`src/rtl/irq_sel_pkg.sv`:
```
package irq_sel_pkg;

  localparam int unsigned CMD_W    = 32;
  localparam int unsigned ID_W     = 8;
  localparam int unsigned REG_W    = 32;

  // command word field positions
  localparam int unsigned SH_LO    = 18;
  localparam int unsigned SH_HI    = 19;
  localparam int unsigned DM_BIT   = 11;
  localparam int unsigned DLV_LO   = 8;
  localparam int unsigned DLV_HI   = 10;

  // per-target register field positions
  localparam int unsigned LOGID_LO = 24;
  localparam int unsigned LOGID_HI = 31;
  localparam int unsigned MODEL_LO = 28;
  localparam int unsigned MODEL_HI = 31;

  localparam logic [ID_W-1:0] BCAST_ID      = 8'hFF;
  localparam logic [3:0]      MODEL_FLAT    = 4'hF;
  localparam logic [3:0]      MODEL_CLUSTER = 4'h0;

  typedef enum logic [1:0] {
    SH_NONE     = 2'd0,
    SH_SELF     = 2'd1,
    SH_ALL_INCL = 2'd2,
    SH_ALL_EXCL = 2'd3
  } shorthand_e;

  typedef enum logic [2:0] {
    DLV_FIXED  = 3'd0,
    DLV_LOWEST = 3'd1
  } delivery_e;

  typedef struct packed {
    logic load;
    logic useDest;
    logic logical;
    logic selfOnly;
    logic dropSelf;
    logic keepLowest;
  } ctrlStrobe_t;

endpackage

```
`src/rtl/irq_sel_ctrl.sv`:
```
module irq_sel_ctrl
  import irq_sel_pkg::*;
(
  input  logic             clk,
  input  logic             rstN,
  input  logic             reqValid,
  input  logic [CMD_W-1:0] reqCmd,
  output ctrlStrobe_t      strb,
  output logic             maskValid
);

  shorthand_e shortSel;
  delivery_e  dlvMode;
  logic       unusedCmdBits;

  assign shortSel      = shorthand_e'(reqCmd[SH_HI:SH_LO]);
  assign dlvMode       = delivery_e'(reqCmd[DLV_HI:DLV_LO]);
  assign unusedCmdBits = ^{reqCmd[CMD_W-1:SH_HI+1], reqCmd[SH_LO-1:DM_BIT+1],
                           reqCmd[DLV_LO-1:0]};

  always_comb begin
    strb            = '0;
    strb.load       = reqValid;
    strb.useDest    = (shortSel == SH_NONE);
    strb.logical    = reqCmd[DM_BIT];
    strb.selfOnly   = (shortSel == SH_SELF);
    strb.dropSelf   = (shortSel == SH_ALL_EXCL);
    strb.keepLowest = (dlvMode == DLV_LOWEST);
  end

  always_ff @(posedge clk) begin
    if (!rstN) maskValid <= 1'b0;
    else       maskValid <= reqValid;
  end

endmodule

```
`src/rtl/irq_sel_match.sv`:
```
module irq_sel_match
  import irq_sel_pkg::*;
(
  input  logic [ID_W-1:0]  destId,
  input  logic [ID_W-1:0]  physId,
  input  logic [REG_W-1:0] logReg,
  input  logic [REG_W-1:0] fmtReg,
  output logic             physHit,
  output logic             logHit
);

  logic [ID_W-1:0] logId;
  logic [3:0]      model;
  logic            unusedRegBits;

  assign logId         = logReg[LOGID_HI:LOGID_LO];
  assign model         = fmtReg[MODEL_HI:MODEL_LO];
  assign unusedRegBits = ^{logReg[LOGID_LO-1:0], fmtReg[MODEL_LO-1:0]};

  assign physHit = (destId == BCAST_ID) || (physId == destId);

  always_comb begin
    unique case (model)
      MODEL_FLAT:    logHit = |(destId & logId);
      MODEL_CLUSTER: logHit = (destId[7:4] == logId[7:4]) &&
                              (|(destId[3:0] & logId[3:0]));
      default:       logHit = 1'b0;
    endcase
  end

endmodule

```
`src/rtl/irq_sel_dp.sv`:
```
module irq_sel_dp
  import irq_sel_pkg::*;
#(
  parameter int unsigned N     = 8,
  parameter int unsigned IDX_W = 3
) (
  input  logic               clk,
  input  logic               rstN,
  input  ctrlStrobe_t        strb,
  input  logic [ID_W-1:0]    destId,
  input  logic [IDX_W-1:0]   senderIdx,
  input  logic [N-1:0]       tgtPresent,
  input  logic [N*ID_W-1:0]  tgtPhysId,
  input  logic [N*REG_W-1:0] tgtLogReg,
  input  logic [N*REG_W-1:0] tgtFmtReg,
  output logic [N-1:0]       deliverMask
);

  logic [N-1:0] physVec;
  logic [N-1:0] logVec;
  logic [N-1:0] selfVec;
  logic [N-1:0] destVec;
  logic [N-1:0] shortVec;
  logic [N-1:0] presentVec;
  logic [N-1:0] lowestVec;
  logic [N-1:0] nextMask;

  for (genvar gi = 0; gi < N; gi++) begin : g_tgt
    irq_sel_match u_match (
      .destId  (destId),
      .physId  (tgtPhysId[gi*ID_W +: ID_W]),
      .logReg  (tgtLogReg[gi*REG_W +: REG_W]),
      .fmtReg  (tgtFmtReg[gi*REG_W +: REG_W]),
      .physHit (physVec[gi]),
      .logHit  (logVec[gi])
    );
    assign selfVec[gi] = (senderIdx == IDX_W'(gi));
  end

  assign destVec = strb.logical ? logVec : physVec;

  always_comb begin
    if (strb.useDest)       shortVec = destVec;
    else if (strb.selfOnly) shortVec = selfVec;
    else if (strb.dropSelf) shortVec = ~selfVec;
    else                    shortVec = '1;
  end

  assign presentVec = shortVec & tgtPresent;
  assign lowestVec  = presentVec & (~presentVec + N'(1));
  assign nextMask   = strb.keepLowest ? lowestVec : presentVec;

  always_ff @(posedge clk) begin
    if (!rstN)          deliverMask <= '0;
    else if (strb.load) deliverMask <= nextMask;
  end

endmodule

```
`src/rtl/irq_target_sel.sv`:
```
module irq_target_sel
  import irq_sel_pkg::*;
#(
  parameter int unsigned N = 8,
  localparam int unsigned IDX_W = (N > 1) ? $clog2(N) : 1
) (
  input  logic               clk,
  input  logic               rstN,
  input  logic               reqValid,
  input  logic [CMD_W-1:0]   reqCmd,
  input  logic [ID_W-1:0]    destId,
  input  logic [IDX_W-1:0]   senderIdx,
  input  logic [N-1:0]       tgtPresent,
  input  logic [N*ID_W-1:0]  tgtPhysId,
  input  logic [N*REG_W-1:0] tgtLogReg,
  input  logic [N*REG_W-1:0] tgtFmtReg,
  output logic               maskValid,
  output logic [N-1:0]       deliverMask
);

  ctrlStrobe_t strb;

  irq_sel_ctrl u_ctrl (
    .clk       (clk),
    .rstN      (rstN),
    .reqValid  (reqValid),
    .reqCmd    (reqCmd),
    .strb      (strb),
    .maskValid (maskValid)
  );

  irq_sel_dp #(.N(N), .IDX_W(IDX_W)) u_dp (
    .clk         (clk),
    .rstN        (rstN),
    .strb        (strb),
    .destId      (destId),
    .senderIdx   (senderIdx),
    .tgtPresent  (tgtPresent),
    .tgtPhysId   (tgtPhysId),
    .tgtLogReg   (tgtLogReg),
    .tgtFmtReg   (tgtFmtReg),
    .deliverMask (deliverMask)
  );

endmodule

```
`config.mk`:
```
export PLATFORM = sky130hd
export DESIGN_NAME = irq_target_sel
export DESIGN_NICKNAME = d
export VERILOG_FILES = /design/src/rtl/irq_sel_pkg.sv /design/src/rtl/irq_sel_ctrl.sv /design/src/rtl/irq_sel_match.sv /design/src/rtl/irq_sel_dp.sv /design/src/rtl/irq_target_sel.sv
export SDC_FILE = /design/constraint.sdc
export NUM_CORES = 1
export LEC_CHECK = 0
export BUFFER_PORTS_ARGS = -buffer_cell sky130_fd_sc_hd__buf_4
export CAP_MARGIN = 40
export CORE_AREA = 2 2 251 253
export CTS_BUF_LIST = sky130_fd_sc_hd__clkbuf_4
export CTS_CLUSTER_DIAMETER = 100
export DETAILED_ROUTE_END_ITERATION = 10
export DIE_AREA = 0 0 253 255
export SETUP_SLACK_MARGIN = 0.5
export SLEW_MARGIN = 20
export SYNTH_ARGS = -nofsm -noshare
export SYNTH_HDL_FRONTEND = slang
export SYNTH_SLANG_ARGS = --single-unit
```
`constraint.sdc`:
```
create_clock -name clk -period 3.15 [get_ports clk]
set_clock_uncertainty 0.15 [all_clocks]
set_input_delay 0.1575 -clock clk [delete_from_list [all_inputs] [get_ports clk]]
set_output_delay 0.1575 -clock clk [all_outputs]
set_load 0.02 [all_outputs]
```
== Word level (Yosys, flattened, before mapping) ==
Cells that the tools add are included.

* Input bits: 630
* Register bits: 9
* Logic and storage cells: 113
* Output and inout port bits: 9

* Multiplexer cells: 13
* Add/subtract/negate cells: 1
* Equality and inequality tests: 35
* Reduce and logical (&&, ||, !) cells: 42
* Bitwise gates (word level): 20

{| class="wikitable"
|+ Operators by type and width
! cell !! count
|-
| 8-bit bitwise AND || 10
|-
| 8-bit == test || 8
|-
| 8-bit OR reduction || 8
|-
| 8-bit two-way mux || 5
|-
| 4-bit bitwise AND || 8
|-
| 4-bit == test || 8
|-
| 4-bit == test, second input constant || 8
|-
| 4-bit zero test || 8
|-
| 4-bit OR reduction || 8
|-
| 8-bit inverter || 2
|-
| 1-bit one-hot mux with 2 select lines || 8
|-
| 3-bit == test, second input constant || 4
|-
| 8-bit by 1-bit adder with 8-bit output, second input constant || 1
|-
| 8-bit == test, second input constant || 1
|-
| 1-bit logical AND || 8
|-
| 1-bit logical OR || 8
|-
| 3-bit by 1-bit == test with 1-bit output, second input constant || 2
|-
| 3-bit by 2-bit == test with 1-bit output, second input constant || 2
|-
| 3-bit zero test || 1
|-
| 2-bit by 1-bit == test with 1-bit output, second input constant || 1
|-
| 2-bit == test, second input constant || 1
|-
| 2-bit zero test || 1
|}

== Longest topological paths before layout ==
Gate-level depths: netlist of run 1.

* Word-level depth: 11
* Mapped depth: 9
* Depth with buffers taken out: 8

== Modules after synthesis ==
A second synthesis of run 1 with hierarchy kept.

* Cells, all modules: 300
* Area total of the unflattened synthesis: 2439.8 um^2

{| class="wikitable"
|+ By module, submodules not included
! module !! area an instance (um^2) !! cells an instance !! instances !! seq. area each (um^2)
|-
| irq_sel_match || 210.2 || 26 || 8 || 0.0
|-
| irq_sel_dp || 689.4 || 84 || 1 || 160.2
|-
| irq_sel_ctrl || 68.8 || 8 || 1 || 20.0
|}

== Worst setup path before layout of run 1 ==
Ideal clock, no wire load.

* Path kind: input -> register
* Start point: in destId[5]
* End point: reg u_dp.deliverMask[7]
* Data required time: 2883 ps
* Stages on the path: 8
* Arrival: 1784 ps
* Buffers on the path: 0
* Library setup time: 117 ps
* Slack: 1098 ps
* Path through: ha_1 > or4_1 > o21ai_1 > a21oi_1 > a2111oi_4 > o21a_1 > nor3_1 > a32o_1

* Word-level cells in the longest chain between the ends: 10
* Elaborated cells on any way between the ends: 64
* Those cells by class: add/sub (1); eq/ne (17); mux (11); bitwise (11); reduce/logical (24)

{| class="wikitable"
|+ Ends and longest elaborated chain
! element !! RTL line !! source
|-
| from (decl) || irq_target_sel.sv:11 || <nowiki>input logic [ID_W-1:0] destId,</nowiki>
|-
| 8-bit bitwise AND or 4-bit == test (tied branches) || irq_sel_match.sv:24, irq_sel_match.sv:25 ||
|-
| 8-bit OR reduction or 1-bit logical AND (tied branches) || irq_sel_match.sv:24, irq_sel_match.sv:25 ||
|-
| 1-bit one-hot mux with 2 select lines || irq_sel_match.sv:23 || <nowiki>unique case (model)</nowiki>
|-
| 8-bit two-way mux (*) || irq_sel_dp.sv:40 || <nowiki>assign destVec = strb.logical ? logVec : physVec;</nowiki>
|-
| 8-bit two-way mux (*) || irq_sel_dp.sv:43 || <nowiki>if (strb.useDest) shortVec = destVec;</nowiki>
|-
| 8-bit bitwise AND (*) || irq_sel_dp.sv:49 || <nowiki>assign presentVec = shortVec & tgtPresent;</nowiki>
|-
| 8-bit inverter || irq_sel_dp.sv:50 || <nowiki>assign lowestVec = presentVec & (~presentVec + N'(1));</nowiki>
|-
| 8-bit by 1-bit adder with 8-bit output || irq_sel_dp.sv:50 ||
|-
| 8-bit bitwise AND || irq_sel_dp.sv:50 ||
|-
| 8-bit two-way mux (*) || irq_sel_dp.sv:51 || <nowiki>assign nextMask = strb.keepLowest ? lowestVec : presentVec;</nowiki>
|-
| to (signal assigned) || irq_sel_dp.sv:55 || <nowiki>else if (strb.load) deliverMask <= nextMask;</nowiki>
|-
| to (decl) || irq_sel_dp.sv:16 || <nowiki>output logic [N-1:0] deliverMask</nowiki>
|}

Every way passes the cells marked *; elsewhere a longest branch is shown, timed or not.
A chain may end at the register's enable or synchronous reset.

== Worst setup path after layout of run 1 ==
Ends and elaborated chain as after synthesis.

==> flow_summary_export.csv, run 1 <==
group,metric,value,unit
setup_path,critPathSlowestCell,"or4_1",
timing,rsz0062_at_grt,"no",
setup_path,critPathKind,"in2reg",
clocking,cts.reportedPaths.clkPinSlew,0.06,ns
power,peakVddDrop,0.0642,mV
setup_path,cp_max_fo,16,
power,power_switching,0.283,mW
final_layout,diodes,0,
synthesis,synth_edf_count,0,
final_layout,area_growth,103,%
route,dr_wl_met2,7610,um
run_status,outcome,"completed",
floorplanning,die-area,64500,sq um
setup_path,critPathMaxStageDelay,0.52,ns
setup_path,worst_setup_path_end_kind,"register",
synthesis,synth_area,2400,sq um
final_layout,instances_no_fill,1284,
synthesis,async_flop_share,0,
floorplanning,die_w,253,um
hold_path,hold_depth,2,
synthesis,synthesis.nets,948,
power,p_seq_frac,0.167,
route,dr_wl_met3,1210,um
hold_path,hold_class,"in2reg",
timing,relSlewSlack,0.498,
synthesis,yosysWarnings,0,
global_routing,grt_start_max_net_pins,18,
global_routing,grt_pass1_vias,3118,
route,wl,16000,um
final_layout,layout.nets,1148,
clocking,clock_path_buffers,2,
route,met1Wirelength,7150,um
route,drt_pre_antenna_iters,4,
clocking,cts_made_buffers,3,
clocking,cts_setup_buffers,0,
clocking,h-tree-depth,1,
timing,fmax,0.401,GHz
timing,finalSetupTns,0,ns
timing,post-route-period-util,0.792,
global_routing,grt_usage,0.0479,
power,leakagePower,1.87,nW
power,power.internal,0.451,mW
setup_path,r2r-end,"u_dp.deliverMask[3]",
global_routing,grt_pass1_wl,21700,um
final_layout,final_cell_mix,"buf_4 (208), xor2_1 (41), ha_1 (32)",
timing,drv_slew,0,
setup_path,reg2reg_setup_slack,2.27,ns
route,detail_route.wl_per_cell,12.5,um
timing,worst_pin_slew,0.752,ns
route,drc,0,
clocking,cts_tree,"yes",
synthesis,synth-main-ff-cell,"dfxtp_1",
timing,period_minus_slack,2.49,ns
placement,dp_hpwl,14600,um
flow_run,drv_cap,0,
floorplanning,core_region_area,62200,sq um
timing,fin_hold_ws,0.0307,ns
synthesis,syn_area_per_cell,8.39,sq um
synthesis,synth.distinct_cells,42,
power,p_per_area,150,nW/um^2
global_routing,antenna_found_initial,4,
hold_path,hp-start,"reqValid",
synthesis,seq_area_frac_synth,0.0751,
power,p_clk_frac,0.132,
power,pwr-share-comb,0.700,
final_layout,final_common_cell,"buf_4",
synthesis,synth-seq-cells,9,
timing,setup_viol,0,
setup_path,reg2regPathDepth,2,
setup_path,cp.required,3.15,ns
power,swShare,0.386,
route,drt_iter0_markers,87,
setup_path,worstSetupStartpointType,"input port",
hold_path,hold_end,"u_dp.deliverMask[3]",
clocking,cts-root-buf,"clkbuf_4",
global_routing,overflow,0,
route,via_per_inst,2.34,
final_layout,fillerInstances,7338,
placement,port-buffer-count,196,
synthesis,synthCells,286,
route,top_layer,"met5",
floorplanning,ios,639,
setup_path,critical_path.cell_chain,"buf_4, buf_6, ha_1, or4_1, o21ai_1, a21oi_1, a2111oi_4, o21a_1, nor3_1, a32o_1",
setup_path,r2r_start,"u_dp.deliverMask[3]",
setup_path,cp-startpoint,"destId[5]",
floorplanning,die_h,255,um
route,ant_nets,0,
final_layout,drive_gt1_frac,0.456,
floorplanning,row_count,92,
floorplanning,start_util,0.0386,
placement,dp_cells,1278,
placement,place.gp.congestion,0.749,
timing,hold_viol_final,0,
route,via_count,3002,
clocking,cts_sinks,9,
clocking,clk_latency,0.26,ns
setup_path,arrival,2.50,ns
==> metrics by stage <==
step	instance area [sq um]	utilization	worst slack, ns	total power, mW
6_report	4880	0.0785	0.655	0.734
5_1_grt	4880	0.0785	0.506	0.803
4_1_cts	4860	0.0783	0.505	0.752
3_5_place_dp	4820	0.0775	0.138	0.650
3_3_place_gp	4820	0.0775	0.173	0.646
2_1_floorplan	2400	-	1.10	0.344
==> area by class of cell <==
class | count | area (sq um) | area share
Multi-Input combinational cell | 257 | 2070 | 0.424
Timing Repair Buffer | 211 | 1590 | 0.325
Tap cell | 799 | 1000 | 0.205
Sequential cell | 9 | 180 | 0.0369
Clock buffer | 4 | 30.0 | 0.00615
Inverter | 4 | 15.0 | 0.00308
==> Yosys cell counts, drive strengths merged (2+ instances only) <==
cell / n / area (sq um)
inv: 4 / 15.0
nor2: 11 / 41.3
nor3b: 4 / 30.0
a22o: 7 / 61.3
nor4: 23 / 150
a21boi: 2 / 15.0
a2111oi: 2 / 42.5
a21oi: 9 / 45.0
or4: 7 / 52.6
xor2: 41 / 359
nand2: 14 / 52.6
o21ai: 5 / 32.5
a32oi: 2 / 17.5
a32o: 4 / 40.0
nand3b: 3 / 22.5
mux2i: 3 / 30.0
nand3: 3 / 15.0
nand4: 17 / 106
o2111ai: 2 / 17.5
xnor2: 31 / 272
ha: 32 / 400
o211ai: 8 / 60.1
dfxtp: 9 / 180
nor3: 7 / 35.0
buf: 15 / 146
o41ai: 3 / 26.3
a22oi: 8 / 60.1
==> what timing repair did <==
action | 4_1_cts | 5_1_grt
gates cloned | 0 | 0
endpoints found under the setup margin | 1 | 4
pin swaps | 0 | 1
hold buffers | 1 | 0
hold endpoints to repair | 1 | 0
resized for setup | 1 | 2
==> routing by layer <==
metal,GRT usage,vias up
met5,0,-
met4,0.00237,6
met3,0.0101,10
met2,0.0827,146
met1,0.0641,1336
li1,-,1504
==> logic make-up (layout without fill, tap and decap cells) <==
group / Yosys count / after routing / synth area share
muxes: 3 / 3 / 0.0125
adders and majority gates: 32 / 32 / 0.167
buffers and inverters: 20 / 219 / 0.0688
and+or+nand+nor: 92 / 92 / 0.219
xor gates and xnor gates: 72 / 72 / 0.263
AOI/OAI and AO/OA: 58 / 58 / 0.194
DFF: 9 / 9 / 0.0751
==> flip-flops by register name, indices dropped and copies added (netlist names) <==
name	cells
u_dp.deliverMask	8
u_ctrl.maskValid	1
==> critical path: cells and delay by family <==
family | cells | cell delay [ns]
AO/OA/AOI/OAI | 5 | 1.15
adder cells (fa/ha/maj) | 1 | 0.31
buffers and inverters | 2 | 0.29
AND/OR/NAND/NOR | 2 | 0.57
==> power groups by stage <==
stage          registers, mW  logic, mW  clock network [mW]
4_1_cts                0.123      0.528               0.101
5_1_grt                0.123      0.571               0.108
3_5_place_dp           0.125      0.525                   0
3_3_place_gp           0.125      0.520                   0
6_report               0.123      0.514              0.0972
2_1_floorplan          0.133      0.211                   0
==> worst max-delay path by stage <==
stage,endpoint,slack (ns),depth (start not counted)
after floorplan,u_dp.deliverMask[7],1.10,8
after global placement,u_dp.deliverMask[7],0.17,10
after detailed placement,u_dp.deliverMask[7],0.14,10
after CTS,u_dp.deliverMask[7],0.51,10
after global routing,u_dp.deliverMask[7],0.51,10
final,u_dp.deliverMask[7],0.66,10
Power figures use the tool's default switching activity.
==> run 2: changes to the inputs <==
- CORE_AREA: 2 2 251 253 -> 2 2 250 252
- DIE_AREA: 0 0 253 255 -> 0 0 252 254
- clock period: 3.15 -> 2.5 ns (I/O delays scaled with it)
==> run 2 against run 1 <==
Sequential share of layout area decreased by 0.53 points. Global-route usage is 0.71 points higher. Utilization up 1.4 points. Worst hold slack gained 0.13 ns. Highest routed layer is now met4. Non-clock buffer count up 47.
==> flow_summary_export.csv, run 2 (synthesis results as in run 1) <==
group,metric,value,unit
timing,relSlewSlack,0.615,
placement,placedInstanceArea,5080,sq um
power,peakVddDrop,0.120,mV
placement,dp_hpwl,16700,um
power,power_switching,0.433,mW
timing,period_minus_slack,2.20,ns
final_layout,fin_area,5700,sq um
setup_path,cp.required,2.50,ns
route,drc,0,
clocking,clk_latency,0.26,ns
clocking,cts_tree,"yes",
global_routing,grt_pass1_wl,24800,um
timing,fin_hold_ws,0.163,ns
hold_path,hold_class,"in2reg",
timing,rsz0062_at_grt,"yes",
global_routing,overflow,0,
final_layout,seq_area,180,sq um
final_layout,multi_input_area,2410,sq um
final_layout,final_common_cell,"buf_4",
route,via_per_inst,2.49,
final_layout,largest_register_ffs,8,
global_routing,antenna_found_initial,2,
global_routing,grt_start_max_net_pins,14,
final_layout,regMostFlops,"u_dp.deliverMask",
final_layout,final_cell_mix,"buf_4 (238), xor2_1 (40), xnor2_1 (31)",
route,wl,18700,um
timing,post-route-period-util,0.878,
power,pwr-share-comb,0.747,
clocking,h-tree-depth,1,
floorplanning,start_util,0.0392,
setup_path,critPathKind,"in2reg",
route,ant_nets,0,
floorplanning,row_count,91,
power,p_per_area,195,nW/um^2
final_layout,fillerInstances,7138,
clocking,cts_sinks,9,
final_layout,layout.nets,1195,
power,swShare,0.390,
power,power.internal,0.678,mW
timing,hold_viol_final,0,
floorplanning,die-area,64000,sq um
setup_path,arrival,2.20,ns
setup_path,worst_setup_path_end_kind,"register",
setup_path,cp_max_fo,5,
global_routing,grt_pass1_vias,3529,
power,p_seq_frac,0.142,
clocking,cts_made_buffers,3,
placement,port-buffer-count,196,
global_routing,grt_usage,0.0550,
route,drt_iter0_markers,131,
final_layout,largestRegisters,"u_dp.deliverMask x8, u_ctrl.maskValid x1",
clocking,clock_path_buffers,2,
floorplanning,die_h,254,um
placement,place.gp.congestion,0.799,
route,drt_pre_antenna_iters,4,
clocking,cts-root-buf,"clkbuf_4",
final_layout,drive_gt1_frac,0.581,
flow_run,drv_cap,0,
timing,fmax,0.456,GHz
timing,setup_viol,0,
power,p_clk_frac,0.111,
run_status,outcome,"completed",
timing,drv_slew,0,
setup_path,worstSetupStartpointType,"input port",
power,leakagePower,2.18,nW
clocking,cts.reportedPaths.clkPinSlew,0.07,ns
route,via_count,3297,
floorplanning,ios,639,
timing,worst_pin_slew,0.576,ns
floorplanning,core_region_area,61300,sq um
route,detail_route.wl_per_cell,14.1,um
final_layout,area_growth,137,%
floorplanning,die_w,252,um
## run 2: final timing paths
kind / startpoint / end / slack, ns / cells after the start
max: destId[6] / u_dp.deliverMask[7] / 0.30 / 11
min: tgtPresent[7] / u_dp.deliverMask[7] / 0.16 / 4
max reg2reg: u_dp.deliverMask[3] / u_dp.deliverMask[3] / 1.57 / 2
min reg2reg: u_dp.deliverMask[7] / u_dp.deliverMask[7] / 0.35 / 1
## run 2: cell type report
class                   instances  share of cell area
diodes                          4             0.00176
clock buffers                   4             0.00527
inverters                       4             0.00264
multi-input cells             257               0.424
flip-flops and latches          9              0.0316
well taps                     790               0.174
repair buffers                258               0.362
## run 2: power groups by stage
| stage | clock network (mW) | logic [mW] | registers, mW |
|---|---|---|---|
| after CTS | 0.127 | 0.806 | 0.157 |
| after global placement | 0 | 0.712 | 0.160 |
| final | 0.124 | 0.830 | 0.157 |
| after detailed placement | 0 | 0.715 | 0.160 |
| after floorplan | 0 | 0.267 | 0.167 |
| after global routing | 0.132 | 0.900 | 0.158 |
## run 2: worst max-delay path, cell delays in order
cell      delay (ns)
buf_8           0.11
buf_12          0.13
buf_6           0.13
ha_1            0.30
nor4_2          0.24
nand2_1         0.09
o21ai_1         0.17
o211ai_1        0.28
nor2_2          0.28
o21ai_4         0.10
a32o_1          0.24
## run 2: timing repair
action                                  in CTS  in global routing
endpoints found under the setup margin       8                  8
setup buffers                               15                  1
hold endpoints to repair                     3                  0
resized for setup                           59                 21
pin swaps                                   21                 20
hold buffers                                 2                  0
## run 2: stage by stage
| step | total power [mW] | utilization | worst slack, ns | TNS, ns | std cells |
|---|---|---|---|---|---|
| floorplan | 0.434 | - | 0.499 | 0 | 286 |
| global placement | 0.872 | 0.0829 | -0.151 | -0.546 | 1300 |
| detailed placement | 0.875 | 0.0829 | -0.189 | -0.659 | 1300 |
| CTS | 1.09 | 0.0905 | 0.331 | 0 | 1321 |
| global route | 1.19 | 0.0928 | 0.240 | 0 | 1322 |
| finish | 1.11 | 0.0930 | 0.305 | 0 | 1326 |
## run 2: routing by layer
metal | share of wire | global-route usage | up-vias
met5 | 0 | 0 | -
met3 | 0.051 | 0.00881 | 12
met2 | 0.49 | 0.0970 | 151
li1 | - | - | 1606
met1 | 0.44 | 0.0703 | 1528
met4 | 0.019 | 0.0108 | 0
